## src/rtl/modem_pkg.sv

```systemverilog
package modem_pkg;
  localparam int REG_W  = 8;
  localparam int LINES  = 4;

  // line index inside the four-bit status vectors
  localparam int L_CTS = 0;
  localparam int L_DSR = 1;
  localparam int L_RI  = 2;
  localparam int L_DCD = 3;

  // control byte bit positions
  localparam int C_DTR  = 0;
  localparam int C_RTS  = 1;
  localparam int C_AUX1 = 2;
  localparam int C_AUX2 = 3;
  localparam int C_LOOP = 4;

  localparam logic [REG_W-1:0] CTRL_MASK = 8'h1F;
  // lines whose flag is set on any change (ring uses trailing edge only)
  localparam logic [LINES-1:0] ANY_EDGE  = 4'b1011;
endpackage

```

## src/rtl/modem_sync.sv

```systemverilog
module modem_sync #(
  parameter int WIDTH  = 4,
  parameter int STAGES = 2,
  parameter logic [WIDTH-1:0] RST_VAL = '1
) (
  input  logic             clk,
  input  logic             rst,
  input  logic [WIDTH-1:0] din,
  output logic [WIDTH-1:0] dout
);
  logic [WIDTH-1:0] stg [STAGES];

  genvar s;
  generate
    for (s = 0; s < STAGES; s++) begin : g_stage
      if (s == 0) begin : g_first
        always_ff @(posedge clk) begin
          if (rst) stg[0] <= RST_VAL;
          else     stg[0] <= din;
        end
      end else begin : g_next
        always_ff @(posedge clk) begin
          if (rst) stg[s] <= RST_VAL;
          else     stg[s] <= stg[s-1];
        end
      end
    end
  endgenerate

  assign dout = stg[STAGES-1];
endmodule

```

## src/rtl/modem_ctrl.sv

```systemverilog
module modem_ctrl
  import modem_pkg::*;
(
  input  logic             clk,
  input  logic             rst,
  input  logic             we,
  input  logic [REG_W-1:0] wdata,
  output logic [REG_W-1:0] ctrl_q,
  output logic [3:0]       pins_n   // {aux2, aux1, rts, dtr}
);
  logic [REG_W-1:0] ctrl_d;

  always_comb begin
    ctrl_d = ctrl_q;
    if (we) ctrl_d = wdata & CTRL_MASK;
  end

  always_ff @(posedge clk) begin
    if (rst) begin
      ctrl_q <= '0;
      pins_n <= 4'hF;
    end else begin
      ctrl_q <= ctrl_d;
      pins_n <= ctrl_d[C_LOOP] ? 4'hF : ~ctrl_d[C_AUX2:C_DTR];
    end
  end


  wr_store_chk: assert property (@(posedge clk) disable iff (rst)
    we |=> ctrl_q[C_LOOP:0] == $past(wdata[C_LOOP:0]));

  loop_pins_chk: assert property (@(posedge clk) disable iff (rst)
    ctrl_q[C_LOOP] |-> pins_n == 4'hF);

  pins_follow_chk: assert property (@(posedge clk) disable iff (rst)
    !ctrl_q[C_LOOP] |-> pins_n == ~ctrl_q[C_AUX2:C_DTR]);
endmodule

```

## src/rtl/modem_status.sv

```systemverilog
module modem_status
  import modem_pkg::*;
(
  input  logic             clk,
  input  logic             rst,
  input  logic             loop_en,
  input  logic [LINES-1:0] loop_lines,  // asserted-high, index order L_*
  input  logic [LINES-1:0] ext_lines,   // asserted-high, synchronised
  input  logic             rd,
  output logic [REG_W-1:0] msr,
  output logic             pend
);
  logic [LINES-1:0] sel;
  logic [LINES-1:0] cur_q;
  logic [LINES-1:0] delta_q;
  logic [LINES-1:0] delta_d;
  logic [LINES-1:0] hit;
  logic             pend_q;

  assign sel = loop_en ? loop_lines : ext_lines;

  always_comb begin
    for (int i = 0; i < LINES; i++) begin
      if (ANY_EDGE[i]) hit[i] = cur_q[i] ^ sel[i];
      else             hit[i] = cur_q[i] & ~sel[i];
    end
    delta_d = (rd ? '0 : delta_q) | hit;
  end

  always_ff @(posedge clk) begin
    if (rst) begin
      cur_q   <= '0;
      delta_q <= '0;
      pend_q  <= 1'b0;
    end else begin
      cur_q   <= sel;
      delta_q <= delta_d;
      pend_q  <= |delta_d;
    end
  end

  assign msr  = {cur_q, delta_q};
  assign pend = pend_q;


  sticky_flag_chk: assert property (@(posedge clk) disable iff (rst)
    !rd |=> ((delta_q & $past(delta_q)) == $past(delta_q)));

  change_flag_chk: assert property (@(posedge clk) disable iff (rst)
    (((cur_q ^ $past(cur_q)) & ANY_EDGE & ~delta_q) == '0));

  ring_lead_chk: assert property (@(posedge clk) disable iff (rst)
    ($rose(cur_q[L_RI]) && $past(rd)) |-> !delta_q[L_RI]);

  read_clear_chk: assert property (@(posedge clk) disable iff (rst)
    (rd && sel == cur_q) |=> delta_q == '0);

  pend_or_chk: assert property (@(posedge clk) disable iff (rst)
    pend_q == (delta_q != '0));

  loop_src_chk: assert property (@(posedge clk) disable iff (rst)
    loop_en |=> cur_q == $past(loop_lines));
endmodule

```

## src/rtl/modem_lines.sv

```systemverilog
module modem_lines
  import modem_pkg::*;
#(
  parameter int SYNC_STAGES = 2
) (
  input  logic       clk,
  input  logic       rst,
  input  logic       mcr_we,
  input  logic [7:0] mcr_wdata,
  output logic [7:0] mcr_rdata,
  input  logic       msr_rd,
  output logic [7:0] msr_rdata,
  output logic       msr_pend,
  input  logic       cts_n,
  input  logic       dsr_n,
  input  logic       ri_n,
  input  logic       dcd_n,
  output logic       dtr_n,
  output logic       rts_n,
  output logic       aux1_n,
  output logic       aux2_n
);
  logic [LINES-1:0] raw_n;
  logic [LINES-1:0] sync_n;
  logic [LINES-1:0] loop_lines;
  logic [REG_W-1:0] ctrl_q;
  logic [3:0]       pins_n;

  assign raw_n = {dcd_n, ri_n, dsr_n, cts_n};

  modem_sync #(.WIDTH(LINES), .STAGES(SYNC_STAGES), .RST_VAL('1)) u_sync (
    .clk  (clk),
    .rst  (rst),
    .din  (raw_n),
    .dout (sync_n)
  );

  modem_ctrl u_ctrl (
    .clk    (clk),
    .rst    (rst),
    .we     (mcr_we),
    .wdata  (mcr_wdata),
    .ctrl_q (ctrl_q),
    .pins_n (pins_n)
  );

  // self-test routing: carrier<-aux2, ring<-aux1, dsr<-dtr, cts<-rts
  assign loop_lines = {ctrl_q[C_AUX2], ctrl_q[C_AUX1], ctrl_q[C_DTR], ctrl_q[C_RTS]};

  modem_status u_stat (
    .clk        (clk),
    .rst        (rst),
    .loop_en    (ctrl_q[C_LOOP]),
    .loop_lines (loop_lines),
    .ext_lines  (~sync_n),
    .rd         (msr_rd),
    .msr        (msr_rdata),
    .pend       (msr_pend)
  );

  assign mcr_rdata = ctrl_q;
  assign dtr_n     = pins_n[C_DTR];
  assign rts_n     = pins_n[C_RTS];
  assign aux1_n    = pins_n[C_AUX1];
  assign aux2_n    = pins_n[C_AUX2];


  reserved_zero_chk: assert property (@(posedge clk) disable iff (rst)
    $past(mcr_we) |-> mcr_rdata[7:5] == 3'b000);
endmodule

```

## config.mk

```make
export PLATFORM = sky130hd
export DESIGN_NAME = modem_lines
export DESIGN_NICKNAME = d
export VERILOG_FILES = /design/src/rtl/modem_pkg.sv /design/src/rtl/modem_sync.sv /design/src/rtl/modem_ctrl.sv /design/src/rtl/modem_status.sv /design/src/rtl/modem_lines.sv
export SDC_FILE = /design/constraint.sdc
export NUM_CORES = 1
export LEC_CHECK = 0
export ABC_AREA = 1
export BUFFER_PORTS_ARGS = -buffer_cell sky130_fd_sc_hd__buf_2
export CORE_AREA = 5 5 51 53
export CTS_CLUSTER_SIZE = 25
export DETAILED_ROUTE_END_ITERATION = 10
export DIE_AREA = 0 0 56 58
export PLACE_DENSITY_LB_ADDON = 0.25
export SYNTH_ARGS = -nofsm -noshare
export SYNTH_HDL_FRONTEND = slang
export SYNTH_SLANG_ARGS = --single-unit
```

## constraint.sdc

```tcl
create_clock -name clk -period 1.3 [get_ports clk]
set_input_delay 0.13 -clock clk [delete_from_list [all_inputs] [get_ports clk]]
set_output_delay 0.13 -clock clk [all_outputs]
set_load 0.02 [all_outputs]
```

==> results of run 1 <==
-- layout by cell type, fill, tap and decap left out --
master / synthesis / layout
nand2_1: 25 / 25
inv_2: 1 / 1
conb_1: 1 / 3
inv_1: 15 / 15
buf_2: 0 / 30
buf_4: 4 / 2
o21ai_2: 1 / 1
nand3b_1: 1 / 1
o21ai_0: 5 / 5
dlygate4sd3_1: 0 / 4
nor2_1: 10 / 10
a21oi_1: 6 / 6
dfxtp_1: 26 / 26
clkbuf_4: 0 / 3
bufinv_16: 0 / 1
nand3_1: 7 / 7
or2_2: 8 / 8
-- through the flow --
stage	hold slack, ps	instance area [um2]	worst slack (ps)
3_5_place_dp	316	1080	193
2_1_floorplan	234	913	287
5_1_grt	63.3	1170	22.1
6_report	54.4	1170	185
3_3_place_gp	312	1080	217
4_1_cts	44.0	1170	172
-- power by group --
part | total, uW | internal, uW | switching, uW
clock network | 547 | 312 | 235
registers | 866 | 845 | 21.1
logic | 218 | 85.7 | 133
total | 1630 | 1240 | 388
-- path summary, 6_finish.rpt --
path / from / end / slack, ps / cells after the start
setup / recovery: u_ctrl.ctrl_q[4] / mcr_rdata[4] / 190 / 1
hold / removal: msr_rd / u_stat.delta_q[2] / 50 / 4
setup reg to reg: u_ctrl.ctrl_q[4] / u_stat.pend / 190 / 7
hold reg to reg: u_sync.stg[0][2] / u_sync.stg[1][2] / 410 / 1
-- kinds of logic (layout without fill, tap and decap cells) --
kind of cell,Yosys count,in the layout
other cells,1,3
flops,26,26
buf+inv,21,56
compound gates,12,12
simple gates,51,51
-- per-layer routing --
| layer | GRT usage, % | share of wire (%) |
|---|---|---|
| met4 | 6.10 | 2.4 |
| met1 | 12.5 | 43 |
| met3 | 3.12 | 8.0 |
| met5 | 0 | 0 |
| met2 | 20.7 | 47 |
-- synthesized netlist by cell type --
cell       n
o21ai_0    5
buf_4      4
inv_2      1
inv_1     15
o21ai_2    1
nand3_1    7
conb_1     1
nor2_1    10
nand2_1   25
a21oi_1    6
nand3b_1   1
clkbuf_1   1
dfxtp_1   26
or2_2      8
-- flip-flops by register name, indices dropped and copies added (netlist names) --
name and flops:
u_sync.stg 8, u_ctrl.pins_n 4, u_ctrl.ctrl_q 5, u_stat.cur_q 4, u_stat.delta_q 4, u_stat.pend 1
-- final cells by class --
class / count / area (um2) / area share [%]
Inverter: 16 / 60.1 / 5.12
Clock buffer: 3 / 22.5 / 1.92
Timing Repair Buffer: 36 / 205 / 17.5
Multi-Input combinational cell: 66 / 299 / 25.5
Tap cell: 28 / 35.0 / 2.99
Clock inverter: 1 / 30.0 / 2.56
Sequential cell: 26 / 520 / 44.4
==> metrics.yaml, run 1 <==
post_cts_buffers: 0
synth_mux_area_share_pct: 0
layout.nets: 165
instances_no_fill: 176
synth_xor_xnor_area_share_pct: 0
drt_iter0_markers: 3
dp_cells: 168
grt_overflow_total: 0
finalCritPeriodShare_pct: 85.8
dr.pass1.iters: 2
area_growth_pct: 29.4
antenna_left: 0
cts_buffers: 3
antenna_found_initial: 0
design.die.area_um2: 3250
setup_tns_ps: 0
arrival_ps: 980
clock_path_buffers: 2
cts_tree: "built"
io_pins: 37
yosysWarnings: 0
cp_num_buf_inv: 1
rsz0062_at_grt: "false"
synth_fa_ha_area_share_pct: 0
syn-cell-area_um2: 906
critPathLaunchType: "flip-flop"
synth_compound_area_share_pct: 7.04
status: "finished clean"
utilization_pct: 55.7
via_per_inst: 4.25
crit_slowest_cell: "dfxtp_1"
fin_skew_ps: 11.6
yosysTopAreaCell: "dfxtp_1"
yosysSeqAreaShare_pct: 57.5
path_class: "flip-flop to primary output"
cts-resized-gates: 0
core-area_um2: 2110
diodes: 0
netlist.area_leader.share_pct: 57.5
setup_violations: 0
globalplace.congestion: 0.719
power_density_nw_per_um2: 1390
grt_pass1_vias: 752
cap_violations: 0
drive_above_1_share_pct: 31.1
synth_cell_types: 14
start_util_pct: 43.0
synthSimpleGateAreaFrac_pct: 24.7
endpoint_kind: "primary output"
crit_chain: "buf_2"
synth.area.top_cells: "dfxtp_1 (57%), nand2_1 (10%), inv_1 (6.2%), or2_2 (5.5%), nor2_1 (4.1%)"
numPortBuffers: 30
row_count: 17
worstPathMaxFanout: 7
fp.dieW_um: 56
wirelength_mm: 1.60
peakVddDrop_mv: 0.909
cts.sinks: 26
route.detailed.wl_per_inst_um: 9.11
cpPeakStageDelay_ps: 460
dp_hpwl_mm: 1.27
die_y_um: 58
fin_total_pwr_uw: 1630
grt_usage_pct: 11.6
maxClockFrequency_mhz: 897
cp.required_ps: 1170
syn_area_per_cell_um2: 8.16
fillers: 205
slew_violations: 0
htreeDepth: 1
power_leakage_uw: 0.000615
clk_latency_ps: 320
syn_inst: 111
ys_seq_elements: 26
num_vias: 748
grt_max_degree: 16
holdBufCountCts: 4
synth_top_family_by_area: "simple AND/OR/NAND/NOR gates"
clkTransAtPathRegs_ps: 140
grt_pass1_wl_mm: 3.00
root_buffer: "clkbuf_4"
path_delay_family: "flip-flops"
post-route-drc-count: 0
layout_min_cycle_time_ps: 1110
worstHoldPathType: "input port to flip-flop"
finalHoldViolCount: 0
No activity file was read; power rests on OpenSTA's default activity.
==> inputs of run 2 (changes only) <==
--- a/config.mk
+++ b/config.mk
@@ -8,6 +8,7 @@
 export ABC_AREA = 1
 export BUFFER_PORTS_ARGS = -buffer_cell sky130_fd_sc_hd__buf_2
 export CORE_AREA = 5 5 51 53
+export CTS_BUF_LIST = sky130_fd_sc_hd__clkbuf_16
 export CTS_CLUSTER_SIZE = 25
 export DETAILED_ROUTE_END_ITERATION = 10
 export DIE_AREA = 0 0 56 58
==> run 2 against run 1 <==
Effect of this change:
- clock-buffer cell count unchanged
- die area stayed put
- sequential power is essentially flat
- combinational power is 4% lower
- power up 20%
- global-route usage decreased by 0.33 points
- setup slack got worse by 10 ps
- design area up 1.1%
- clock skew shrank 7.0 ps
- non-clock buffer count shrank 4
- cell count decreased by 2.3%
- worst hold slack worse by 6.9 ps
- largest power group is now clock
==> metrics.yaml, run 2 (synthesis gave the netlist of run 1 again) <==
status: "finished clean"  # unchanged
num_vias: 739  # was 748
post-route-drc-count: 0  # unchanged
instances_no_fill: 172  # was 176
cts_buffers: 3  # unchanged
post_cts_buffers: 0  # unchanged
grt_pass1_wl_mm: 2.88  # was 3.00 mm
fin_skew_ps: 4.59  # was 11.6 ps
grt_overflow_total: 0  # unchanged
holdBufCountCts: 0  # was 4
dr.pass1.iters: 3  # was 2
antenna_left: 0  # unchanged
die_y_um: 58  # unchanged
htreeDepth: 1  # unchanged
clock_path_buffers: 2  # unchanged
grt_usage_pct: 11.3  # was 11.6%
core-area_um2: 2110  # unchanged
drt_iter0_markers: 4  # was 3
rsz0062_at_grt: "false"  # unchanged
crit_slowest_cell: "dfxtp_1"  # unchanged
io_pins: 37  # unchanged
cts_tree: "built"  # unchanged
path_delay_family: "flip-flops"  # unchanged
cp.required_ps: 1450  # was 1170 ps
clkTransAtPathRegs_ps: 60  # was 140 ps
layout_min_cycle_time_ps: 1130  # was 1110 ps
critPathLaunchType: "flip-flop"  # unchanged
fin_total_pwr_uw: 1950  # was 1630 uW
diodes: 0  # unchanged
path_class: "flip-flop to flip-flop"  # was flip-flop to primary output
row_count: 17  # unchanged
drive_above_1_share_pct: 31.9  # was 31.1%
largest_register_ffs: 8  # unchanged
holdWs_ps: 47.5  # was 54.4 ps
cpPeakStageDelay_ps: 440  # was 460 ps
worstHoldPathType: "input port to flip-flop"  # unchanged
endpoint_kind: "flip-flop"  # was primary output
clk_latency_ps: 260  # was 320 ps
numPortBuffers: 30  # unchanged
grt_max_degree: 16  # unchanged
design.die.area_um2: 3250  # unchanged
dp_hpwl_mm: 1.27  # unchanged
setup_tns_ps: 0  # unchanged
start_util_pct: 43.0  # unchanged
power_density_nw_per_um2: 1650  # was 1390 nW/um2
via_per_inst: 4.30  # was 4.25
antenna_found_initial: 0  # unchanged
power_leakage_uw: 0.000622  # was 0.000615 uW
final_common_cell: "buf_2"  # unchanged
fillers: 197  # was 205
crit_chain: "inv_2 > nand2_1 > nand2_1 > nand2_1 > nand3_1 > nor2_1 > a21oi_1"  # was buf_2
globalplace.congestion: 0.719  # unchanged
crit_top_cell: "nand2_1"
cts-resized-gates: 0  # unchanged
fp.dieW_um: 56  # unchanged
slew_violations: 0  # unchanged
route.detailed.wl_per_inst_um: 9.39  # was 9.11 um
cts.sinks: 26  # unchanged
cp_num_buf_inv: 1  # unchanged
peakVddDrop_mv: 1.06  # was 0.909 mV
maxClockFrequency_mhz: 889  # was 897 MHz
setup_violations: 0  # unchanged
wirelength_mm: 1.62  # was 1.60 mm
mostFrequentLayoutCells: "buf_2 (30), dfxtp_1 (26), nand2_1 (25)"  # unchanged
dp_cells: 168  # unchanged
layout.nets: 161  # was 165
finalHoldViolCount: 0  # unchanged
grt_pass1_vias: 714  # was 752
top_regs: "u_sync.stg: 8 flops, u_ctrl.ctrl_q: 5 flops"  # unchanged
finalCritPeriodShare_pct: 86.5  # was 85.8%
root_buffer: "clkbuf_16"  # was clkbuf_4
cap_violations: 0  # unchanged
area_growth_pct: 30.8  # was 29.4%
arrival_ps: 1280  # was 980 ps
worstPathMaxFanout: 7  # unchanged
top_register: "u_sync.stg"  # unchanged
==> run 2: metal layers <==
| layer | global-route usage, % | vias up | routed length [um] |
|---|---|---|---|
| met4 | 6.10 | 0 | 40 |
| li1 | - | 398 | - |
| met2 | 20.2 | 21 | 750 |
| met3 | 3.34 | 5 | 125 |
| met1 | 11.8 | 315 | 698 |
| met5 | 0 | - | 0 |
==> run 2: path summary, 6_finish.rpt <==
kind | startpoint | end | slack [ps] | cells past startpoint
max | u_ctrl.ctrl_q[4] | u_stat.pend | 170 | 7
max reg2reg | u_ctrl.ctrl_q[4] | u_stat.pend | 170 | 7
min reg2reg | u_sync.stg[0][2] | u_sync.stg[1][2] | 400 | 1
min | cts_n | u_sync.stg[0][0] | 50 | 2
==> run 2: worst register-to-register path, stage by stage (launching register included) <==
cell and delay [ps]:
dfxtp_1 440, inv_2 100, nand2_1 110, nand2_1 60, nand2_1 50, nand3_1 80, nor2_1 120, a21oi_1 70
==> run 2: power breakdown <==
part / leakage (uW) / switching, uW / internal, uW
Sequential: 0.000215 / 21.2 / 845
Clock: 0.0000511 / 265 / 612
Combinational: 0.000356 / 132 / 77.9
Total: 0.000622 / 418 / 1530
==> run 2: area by class of cell <==
class | instances | area (um2) | share of cell area [%]
clock buffer | 3 | 75.1 | 6.34
clock inverter | 1 | 30.0 | 2.53
inverter | 16 | 60.1 | 5.07
tap | 28 | 35.0 | 2.96
multi-input combinational | 66 | 299 | 25.2
sequential | 26 | 520 | 43.9
timing repair buffer | 32 | 165 | 13.9
==> run 2: per-stage QoR <==
| stage | area, um2 | worst slack, ps | utilization (%) |
|---|---|---|---|
| after floorplan | 913 | 287 | - |
| after global placement | 1080 | 217 | 51.3 |
| after detailed placement | 1080 | 193 | 51.3 |
| after CTS | 1180 | 173 | 56.3 |
| after global routing | 1180 | 31.7 | 56.3 |
| final | 1180 | 175 | 56.3 |
==> inputs of run 3 (changes only) <==
--- a/config.mk
+++ b/config.mk
@@ -7,11 +7,11 @@
 export LEC_CHECK = 0
 export ABC_AREA = 1
 export BUFFER_PORTS_ARGS = -buffer_cell sky130_fd_sc_hd__buf_2
-export CORE_AREA = 5 5 51 53
+export CORE_AREA = 5 5 54 56
 export CTS_BUF_LIST = sky130_fd_sc_hd__clkbuf_16
 export CTS_CLUSTER_SIZE = 25
 export DETAILED_ROUTE_END_ITERATION = 10
-export DIE_AREA = 0 0 56 58
+export DIE_AREA = 0 0 59 61
 export PLACE_DENSITY_LB_ADDON = 0.25
 export SYNTH_ARGS = -nofsm -noshare
 export SYNTH_HDL_FRONTEND = slang
==> constraint.sdc (replaced) <==
create_clock -name clk -period 1 [get_ports clk]
set_input_delay 0.1 -clock clk [delete_from_list [all_inputs] [get_ports clk]]
set_output_delay 0.1 -clock clk [all_outputs]
set_load 0.02 [all_outputs]
==> run 3 against run 2 <==
Effect of this change:
- clock-buffer cell count stayed put
- combinational power grew 43%
- flip-flop and latch count is the same
- cell count grew 1.2%
- worst hold slack got worse by 25 ps
- routed wire length is 4.8% higher
- sequential share of layout area down 1.0 points
- sequential power is 30% higher
==> metrics.yaml, run 3 (synthesis gave the netlist of run 1 again) <==
power_leakage_uw: 0.000635  # was 0.000622 uW
grt_usage_pct: 10.9  # was 11.3%
maxClockFrequency_mhz: 1030  # was 889 MHz
clk_latency_ps: 260  # about the same
design_area_um2: 1220  # was 1180 um2
final_common_cell: "buf_2"  # unchanged
layout_min_cycle_time_ps: 975  # was 1130 ps
layout.nets: 161  # unchanged
worstHoldPathType: "input port to flip-flop"  # unchanged
route.detailed.wl_per_inst_um: 9.73  # was 9.39 um
cts.sinks: 26  # unchanged
holdBufCountCts: 0  # unchanged
fin_total_pwr_uw: 2290  # was 1950 uW
grt_overflow_total: 0  # unchanged
seqCellArea_um2: 524  # was 520 um2
path_class: "flip-flop to flip-flop"  # unchanged
status: "finished clean"  # unchanged
multi_input_area_um2: 350  # was 299 um2
cts_buffers: 3  # unchanged
post-route-drc-count: 0  # unchanged
mostFrequentLayoutCells: "buf_2 (30), dfxtp_1 (25), nand2_1 (20)"  # was buf_2 (30), dfxtp_1 (26), nand2_1 (25)
largest_register_ffs: 8  # unchanged
clock_path_buffers: 2  # unchanged
top_register: "u_sync.stg"  # unchanged
globalplace.congestion: 0.726  # was 0.719
row_count: 18  # was 17
grt_pass1_vias: 681  # was 714
power_density_nw_per_um2: 1880  # was 1650 nW/um2
holdWs_ps: 22.3  # was 47.5 ps
critPathLaunchType: "flip-flop"  # unchanged
finalCritPeriodShare_pct: 97.5  # was 86.5%
io_pins: 37  # unchanged
setup_ws_ps: 25.2  # was 175 ps
dr.pass1.iters: 2  # was 3
finalHoldViolCount: 0  # unchanged
crit_top_cell: "nand2_2"  # was nand2_1
instances_no_fill: 174  # was 172
grt_pass1_wl_mm: 2.87  # was 2.88 mm
slew_violations: 0  # unchanged
fillers: 244  # was 197
cp.required_ps: 1150  # was 1450 ps
cap_violations: 0  # unchanged
drt_iter0_markers: 4  # unchanged
place_ws_ps: -53.4  # was 193 ps
num_vias: 748  # was 739
die_y_um: 61  # was 58 um
clkTransAtPathRegs_ps: 60  # about the same
drive_above_1_share_pct: 41.0  # was 31.9%
dp_cells: 170  # was 168
peakVddDrop_mv: 1.30  # was 1.06 mV
design.die.area_um2: 3600  # was 3250 um2
grt_max_degree: 16  # unchanged
diodes: 0  # unchanged
numPortBuffers: 30  # unchanged
core-area_um2: 2390  # was 2110 um2
dp_hpwl_mm: 1.34  # was 1.27 mm
fp.dieW_um: 59  # was 56 um
rsz0062_at_grt: "true"  # was false
crit_chain: "inv_6 > nand2_4 > nand2_2 > nand2_2 > nand3_2 > nor2_2 > a21oi_1"  # was inv_2 > nand2_1 > nand2_1 > nand2_1 > nand3_1 > nor2_1 > a21oi_1
antenna_found_initial: 0  # unchanged
wirelength_mm: 1.69  # was 1.62 mm
dpl_cell_area_um2: 1080  # about the same
arrival_ps: 1120  # was 1280 ps
root_buffer: "clkbuf_16"  # unchanged
crit_slowest_cell: "dfxtp_4"  # was dfxtp_1
top_regs: "u_sync.stg: 8 flops, u_ctrl.ctrl_q: 5 flops"  # unchanged
htreeDepth: 1  # unchanged
worstPathMaxFanout: 7  # unchanged
antenna_left: 0  # unchanged
cts_tree: "built"  # unchanged
endpoint_kind: "flip-flop"  # unchanged
cpPeakStageDelay_ps: 400  # was 440 ps
fin_skew_ps: 2.85  # was 4.59 ps
start_util_pct: 37.9  # was 43.0%
area_growth_pct: 34.8  # was 30.8%
via_per_inst: 4.30  # about the same
setup_violations: 0  # unchanged
## run 3: final cells by class
cell class	count	area share, %
clock buffer	3	6.15
clock inverter	1	0.307
inverter	16	5.33
multi-input combinational	66	28.7
sequential	26	42.9
tap	30	3.07
timing repair buffer	32	13.5
## run 3: what timing repair did
action,in CTS,in global routing
hold endpoints to repair,0,0
setup buffers,0,0
pin swaps,0,4
setup endpoints to repair,1,8
gates resized for setup,5,13
## run 3: where the power goes
group | switching [uW] | internal (uW)
registers | 31.4 | 1100
clock network | 329 | 534
logic | 186 | 112
total | 546 | 1740
## run 3: final timing paths
kind / cells past startpoint / endpoint / slack [ps] / start
worst max-delay path: 7 / u_stat.pend / 30 / u_ctrl.ctrl_q[4]
worst min-delay path: 2 / u_sync.stg[0][0] / 20 / cts_n
worst max register to register: 7 / u_stat.pend / 30 / u_ctrl.ctrl_q[4]
worst min register to register: 1 / u_sync.stg[1][0] / 410 / u_sync.stg[0][0]
## run 3: through the flow
stage	setup TNS, ps	utilization, %
6_report	0	51.2
5_1_grt	-56.2	51.2
4_1_cts	0	49.1
3_5_place_dp	-134	45.4
3_3_place_gp	-41.4	45.4
2_1_floorplan	0	-
## run 3: per-layer routing
metal  vias up  wire, um  track usage, %
met3         3       127            3.19
met4         0        26            5.83
met1       328       762            13.5
li1        396         -               -
met2        21       776            17.0
met5         -         0               0
## run 3: critical path, delay by kind of cell, from the launching register on
family | cells | cell delay [ps]
compound gates | 1 | 60
flops | 1 | 400
simple gates | 5 | 340
buf+inv | 1 | 60
